[config.mk]
export PLATFORM = sky130hd
export DESIGN_NAME = sio_cfg_port
export DESIGN_NICKNAME = d
export VERILOG_FILES = /design/src/rtl/sio_cfg_port.sv
export SDC_FILE = /design/constraint.sdc
export NUM_CORES = 2
export LEC_CHECK = 0
export ABC_AREA = 1
export BUFFER_PORTS_ARGS = -buffer_cell sky130_fd_sc_hd__clkbuf_2
export CAP_MARGIN = 20
export CORE_AREA = 2 2 483 485
export CTS_CLUSTER_SIZE = 40
export DETAILED_ROUTE_END_ITERATION = 16
export DIE_AREA = 0 0 485 487
export GPL_TIMING_DRIVEN = 0
export PLACE_DENSITY = 0.55
export RECOVER_POWER = 100
export SYNTH_ARGS = -nofsm -noshare
export SYNTH_HDL_FRONTEND = slang
export SYNTH_SLANG_ARGS = --single-unit
[constraint.sdc]
create_clock -name clk -period 2.3 [get_ports clk]
set_input_delay 0.23 -clock clk [delete_from_list [all_inputs] [get_ports clk]]
set_output_delay 0.23 -clock clk [all_outputs]
set_load 0.01 [all_outputs]
[src/rtl/sio_cfg_port.sv]
module sio_cfg_port #(
  parameter int          ADDR_W   = 16,
  parameter logic [15:0] BASE     = 16'h03F0,
  parameter logic [7:0]  EN_BYTE  = 8'h85,
  parameter int          EN_BIT   = 1
) (
  input  logic              clk,
  input  logic              rst_n,
  input  logic [ADDR_W-1:0] io_addr,
  input  logic              io_wr,
  input  logic              io_rd,
  input  logic [7:0]        io_wdata,
  output logic [7:0]        io_rdata,
  input  logic              cfg_wr,
  input  logic [7:0]        cfg_addr,
  input  logic [7:0]        cfg_wdata
);
  localparam int NREG = 256;

  logic [7:0] regs [NREG];
  logic       port_on;
  logic [7:0] index;
  logic       hit_idx, hit_dat;

  function automatic logic [7:0] reset_val(input logic [7:0] i);
    case (i)
      8'hE0:   reset_val = 8'h3C;
      8'hE2:   reset_val = 8'h03;
      8'hE3:   reset_val = 8'hFC;
      8'hE6:   reset_val = 8'hDE;
      8'hE7:   reset_val = 8'hFE;
      8'hE8:   reset_val = 8'hBE;
      default: reset_val = 8'h00;
    endcase
  endfunction

  function automatic logic writable(input logic [7:0] i);
    writable = (i >= 8'hE0) &&
               !(i inside {8'hE4, 8'hE5, [8'hE9:8'hED], 8'hF3, 8'hF5, 8'hF7,
                           [8'hF9:8'hFB], [8'hFD:8'hFF]});
  endfunction

  assign index   = regs[0];
  assign hit_idx = port_on && (io_addr == ADDR_W'(BASE));
  assign hit_dat = port_on && (io_addr == ADDR_W'(BASE + 16'd1));

  always_ff @(posedge clk or negedge rst_n) begin
    if (!rst_n)
      port_on <= 1'b0;
    else if (cfg_wr && cfg_addr == EN_BYTE)
      port_on <= cfg_wdata[EN_BIT];
  end

  always_ff @(posedge clk or negedge rst_n) begin
    if (!rst_n) begin
      for (int i = 0; i < NREG; i++) regs[i] <= reset_val(8'(i));
    end else if (io_wr && hit_idx) begin
      regs[0] <= io_wdata;
    end else if (io_wr && hit_dat && writable(index)) begin
      regs[index] <= io_wdata;
    end
  end

  always_comb begin
    io_rdata = 8'hFF;
    if (io_rd && hit_idx)      io_rdata = index;
    else if (io_rd && hit_dat) io_rdata = (index == 8'h00) ? 8'h00 : regs[index];
  end

  assert_index_hold_R1: assert property (@(posedge clk) disable iff (!rst_n)
    !(io_wr && hit_idx) |=> $stable(index));
  assert_zero_read_R2: assert property (@(posedge clk) disable iff (!rst_n)
    (io_rd && hit_dat && index == 8'h00) |-> io_rdata == 8'h00);
  assert_store_R3: assert property (@(posedge clk) disable iff (!rst_n)
    (io_wr && hit_dat && writable(index)) |=> regs[$past(index)] == $past(io_wdata));
  assert_drop_R4: assert property (@(posedge clk) disable iff (!rst_n)
    (io_wr && hit_dat && !writable(index)) |=> regs[$past(index)] == $past(regs[index]));
  assert_enable_copy_R6: assert property (@(posedge clk) disable iff (!rst_n)
    (cfg_wr && cfg_addr == EN_BYTE) |=> port_on == $past(cfg_wdata[EN_BIT]));
  assert_closed_read_R7: assert property (@(posedge clk) disable iff (!rst_n)
    (!port_on && io_rd) |-> io_rdata == 8'hFF);
  assert_closed_write_R7: assert property (@(posedge clk) disable iff (!rst_n)
    (!port_on && io_wr) |=> $stable(index) && regs[$past(index)] == $past(regs[index]));
endmodule

======== Yosys cells after proc, flatten, opt, wreduce, memory -nomap -nowiden ========
Cells that the tools add are included.
storage, ports and cells
  bits in registers ....................... 2,049
  output and inout bits ................... 8
  logic and storage cells ................. 305
operators by class
  magnitude comparators ................... 9
  equality and inequality tests ........... 8
  muxes and demuxes ....................... 11
  bitwise logic cells ..................... 2
  reduce and logical (&&, ||, !) cells .... 18
operators by type and width
  operator              number
  $bwmux 2048           1
  $mux 2048             1
  $bmux 8 s8            1
  $demux 8 s8           1
  $mux 8                7
  $eq 8x8->1 const B    6
  $eq 16x10->1 const B  2
  $ge 8x8->1 const B    4
  $le 8x8->1 const B    3
  $logic_and 1x1->1     13
  $ge 9x9->1 const B    1
  $lt 9x1->1 const B    1
  $not 8->9             1
  $logic_not 8->1       1
  $reduce_bool 8->1     1
  $reduce_and 2->1      1
  $reduce_bool 2->1     1
  $logic_not 1->1       1
  $not 1->1             1

======== Logic depth before layout (Yosys ltp) ========
  depth in word-level cells ............... 8
  mapped depth ............................ 19

======== Least setup slack after synthesis ========
OpenSTA, ideal clock, no wires.
  path kind ............................... reg-to-output
  from .................................... reg regs, in the netlist index[3]
  to ...................................... out io_rdata[0]
  data arrival time ....................... 1.928 ns
  required time ........................... 2.070 ns
  slack ................................... 0.142 ns
  cell stages (with the launch flop) ...... 15
  path buffers ............................ 3
  path through ............................ dfrtp_1 -> buf_2 -> nor2_1 -> clkbuf_1 -> clkbuf_1 -> nand2_1 -> nand2_1 -> nor2_1 -> nor2_1 -> nor2_1 -> nand2_1 -> nand2_1 -> nand2_1 -> nor2_1 -> a21oi_1
on the way
  word-level cells in the longest chain between the ends .. 7
RTL lines
  item                                        line  text
  start, declared                             20    logic [7:0] regs [NREG];
  start signal, assigned by index             60    regs[index] <= io_wdata;
  $not 8->9 (not written as such)             67    else if (io_rd && hit_dat) io_rdata = (index == 8'h00) ? 8'h00 : regs[index];
  $bmux 8 s8                                  67
  $mux 8 (not written as such) (2 in series)  67
  $mux 8 * (2 in series)                      67
  $mux 8 *                                    66    if (io_rd && hit_idx) io_rdata = index;
  end, declared                               13    output logic [7:0] io_rdata,
Mark *: on every way between the ends. The rest lies on a longest branch, timed or not. The select of a mux whose other input is x is not followed.

======== Final worst setup path ========
  from .................................... reg regs, in the netlist index[0]
  to ...................................... out io_rdata[7]
The elaborated chain is that of the path after synthesis.

==> summary.txt <==
Status = finished, violations left
Failing checks = capacitance limit, slew limit, setup timing
Max layer used = met4
Root buffer cell = clkbuf_16
Mapped Cells = 10260
Worst hold stages = 8
Pre-antenna DRT Iters = 6
Residual DRC count = 0
Met2 WL post-DR = 107300 um
Crit-path leading delay family = simple AND/OR/NAND/NOR gates
CP endpoint kind = output pin
Buf/Inv on CP = 6
HPWL after detailed placement = 174500 um
Worst hold-check path type = in2reg
Ys async rst share = 100.0%
Clk_skew = 0.02403 ns
DR iter-0 viols = 5015
Worst-path maximum fanout = 10
Register bit total from synthesis = 2049
Vias = 61830
Mapped Nets = 10300
Clk Latency, worst-skew pair = 0.86 ns
Chip width = 485 um
Max-Cap Viols = 1
Slew Viols, Final = 163
Synth Cell Area = 0.08285 mm^2
Worst path depth = 20
Placement Rows = 177
Grt ovf = 0
Highest Clock Rate = 254.0 MHz
TritonCTS clock tree = yes
Initial core utilization = 35.80%
Crit path max-delay cell type = dfrtp_1
Area growth syn-to-layout = 18.78%
CP Class = reg2out
Number of buffers created by CTS = 209
Leak pwr = 0.05243 uW
Worst Path Required = 2.07 ns
Pre-CTS WS = -3.121 ns
Max clock buf depth = 3
Max rail drop VDD = 0.0007706 V
RSZ-0062 raised after global routing = yes
Worst path max stage delay = 0.40 ns
Clk slew on worst S/H paths = 0.06 ns
Fraction of layout cells with a size suffix above 1 = 10.96%
Final antenna-violating net count = 0
R2R depth = 11
Post-synth cell types = 28
Die ar. = 0.2362 mm^2
Post-synth EDFFs = 0
Startpoint Class = register
Crit path arrival time = 3.71 ns
GP Congestion = 0.9459
Die Height = 487 um
Final period utilization = 171.2%
R2R setup slack = -0.25 ns
Routed wire per std cell = 17.32 um
First-pass GRT wire length = 365700 um
Multi-input gate area = 0.02364 mm^2
Worst setup margin = -1.637 ns
Post-route cell area = 0.09841 mm^2
Share of the synthesized area in the top cell type = 60.95%
CP cell instances = buf_12 > inv_12 > buf_16 > buf_16 > buf_6 > nand2_1 > nand2_1 > nand2_1 > nand2_1 > nand2_1 > nand2_1 > nor2_2 > nor2_1 > nor2_1 > nand2_1 > nand2_1 > nand2_1 > nor2_2 > a21oi_4 > buf_6
Largest cells by area after synthesis = dfrtp_1 61%, nand2_1 23%, clkbuf_1 9.7%, nor2_1 1.8%, nand3_1 1.0%
CP most frequent cell = nand2_1
Power Dens Cells = 728.4 mW/mm^2
# port buffers = 45
Via/cell ratio = 4.473
# IOs = 53
Max-slew headroom at the worst pin = -8.734%
Initial antenna violation count = 12
Worst-Margin Slew = 1.631 ns
Non-Filler Instances = 13820
Final net count = 10650
M1 wire length = 109900 um
Register area = 0.05132 mm^2
Synth warn = 0
Total routed wirelength = 239500 um
H-tree Lvls = 4
Total GRT Usage = 20.39%
Ys flop type = dfrtp_1
Hold Fails Final Rpt = 0
Pin count of the biggest net entering global routing = 119
Syn avg cell area = 8.076 um^2
Final min period = 3.937 ns
Vias in the first global route = 60420
# clock sinks = 2049
Cells after DPL = 13370
Placed cell areas = 0.08746 mm^2
Fill count = 22950
Core area = 0.2314 mm^2
Post-synth top area cell = dfrtp_1
Final Setup Violations = 1438
Metal3 WL = 13190 um
Seq/Total Area, Yosys = 61.94%
==> repair_timing <==
item                                    4_1_cts  5_1_grt
gates resized for setup                     782      370
endpoints found under the hold margin       257        0
gates cloned                                  5       16
hold buffers                                 14        0
pin swaps                                    57       76
setup buffers                                21       14
endpoints found under the setup margin      138      570
==> placed cells by master, fill, tap and decap left out, drive strengths merged <==
master,instances
nand3,170
nor2,397
clkinv,41
or2,2
nand4,9
nor3b,1
nand2,5048
nor4,2
inv,90
o21ai,104
bufinv,15
diode,5
o2111ai,1
a21oi,57
bufbuf,1
buf,249
dfstp,31
clkbuf,2519
and2,1
clkinvlp,2
dfrtp,2018
nor3,3
dlygate4sd3,14
o22ai,1
==> synth_stat cells (all sizes together) (2+ instances only) <==
cell    count
nand2    5048
clkbuf   2137
or2         2
nor2      397
dfrtp    2018
o21ai     104
nand4       9
nor3        3
buf       195
a21oi      57
nand3     170
dfstp      31
inv        80
nor4        2
==> cell type report <==
type | instances | share of cell area, %
diodes | 5 | 0.01271
plain buffers | 2330 | 10.85
clock buffers | 318 | 6.261
clock inverters | 67 | 0.8989
inverters | 81 | 0.3306
multi-input cells | 5796 | 24.02
flip-flops and latches | 2049 | 52.15
well taps | 3043 | 3.869
repair buffers | 135 | 1.613
==> routing by layer <==
layer | GRT usage [%] | vias up
met5 | 0 | -
met4 | 6.966 | 0
met3 | 3.232 | 375
met2 | 32.01 | 1316
met1 | 28.72 | 30330
li1 | - | 29810
==> where the power goes <==
part | internal, uW | switching, uW
Clock | 20200 | 14500
Sequential | 36100 | 0.261
Combinational | 136 | 825
Total | 56400 | 15300
==> state kept, by name (all words and copies together), names as in the netlist <==
name,cells
index,8
port_on,1
regs,2040
==> path summary, 6_finish.rpt <==
check	startpoint	end
setup / recovery	index[0]$_DFFE_PN0P_	io_rdata[7]
hold / removal	io_addr[11]	regs[231]$_DFFE_PN1P_
setup reg to reg	port_on$_DFFE_PN0P_	regs[90]$_DFFE_PN0P_
hold reg to reg	regs[276]$_DFFE_PN0P_	regs[276]$_DFFE_PN0P_
max in group asynchronous	rst_n	regs[1697]$_DFFE_PN0P_
min in group asynchronous	rst_n	regs[1717]$_DFFE_PN0P_
==> cell families (layout without fill, tap and decap cells) <==
logic type | count (synthesis) | after routing | share of synthesized area (%)
simple gates | 5633 | 5633 | 25.88
flops | 2049 | 2049 | 61.94
compound gates | 163 | 163 | 0.9983
other cells | 0 | 5 | 0
buf+inv | 2413 | 2931 | 11.18
==> metrics by stage <==
stage	hold slack [ns]	TNS (ns)	total power, uW	utilization (%)
3_5_place_dp	0.08075	-242.66	37700	37.79
3_3_place_gp	0.4396	-	37310	37.54
2_1_floorplan	-0.06559	0	36760	-
6_report	0.09674	-471.54	71670	42.52
4_1_cts	0.02609	-41.51	72450	41.99
5_1_grt	0.1183	-1015.83	73980	42.52
==> worst register-to-register path: cells and delay by family (launching register included) <==
| kind | cells | cell delay (ns) |
|---|---|---|
| simple gates | 6 | 1.48 |
| flops | 1 | 0.32 |
| compound gates | 1 | 0.17 |
| buf+inv | 4 | 0.49 |
(Power assumes the default switching activity.)
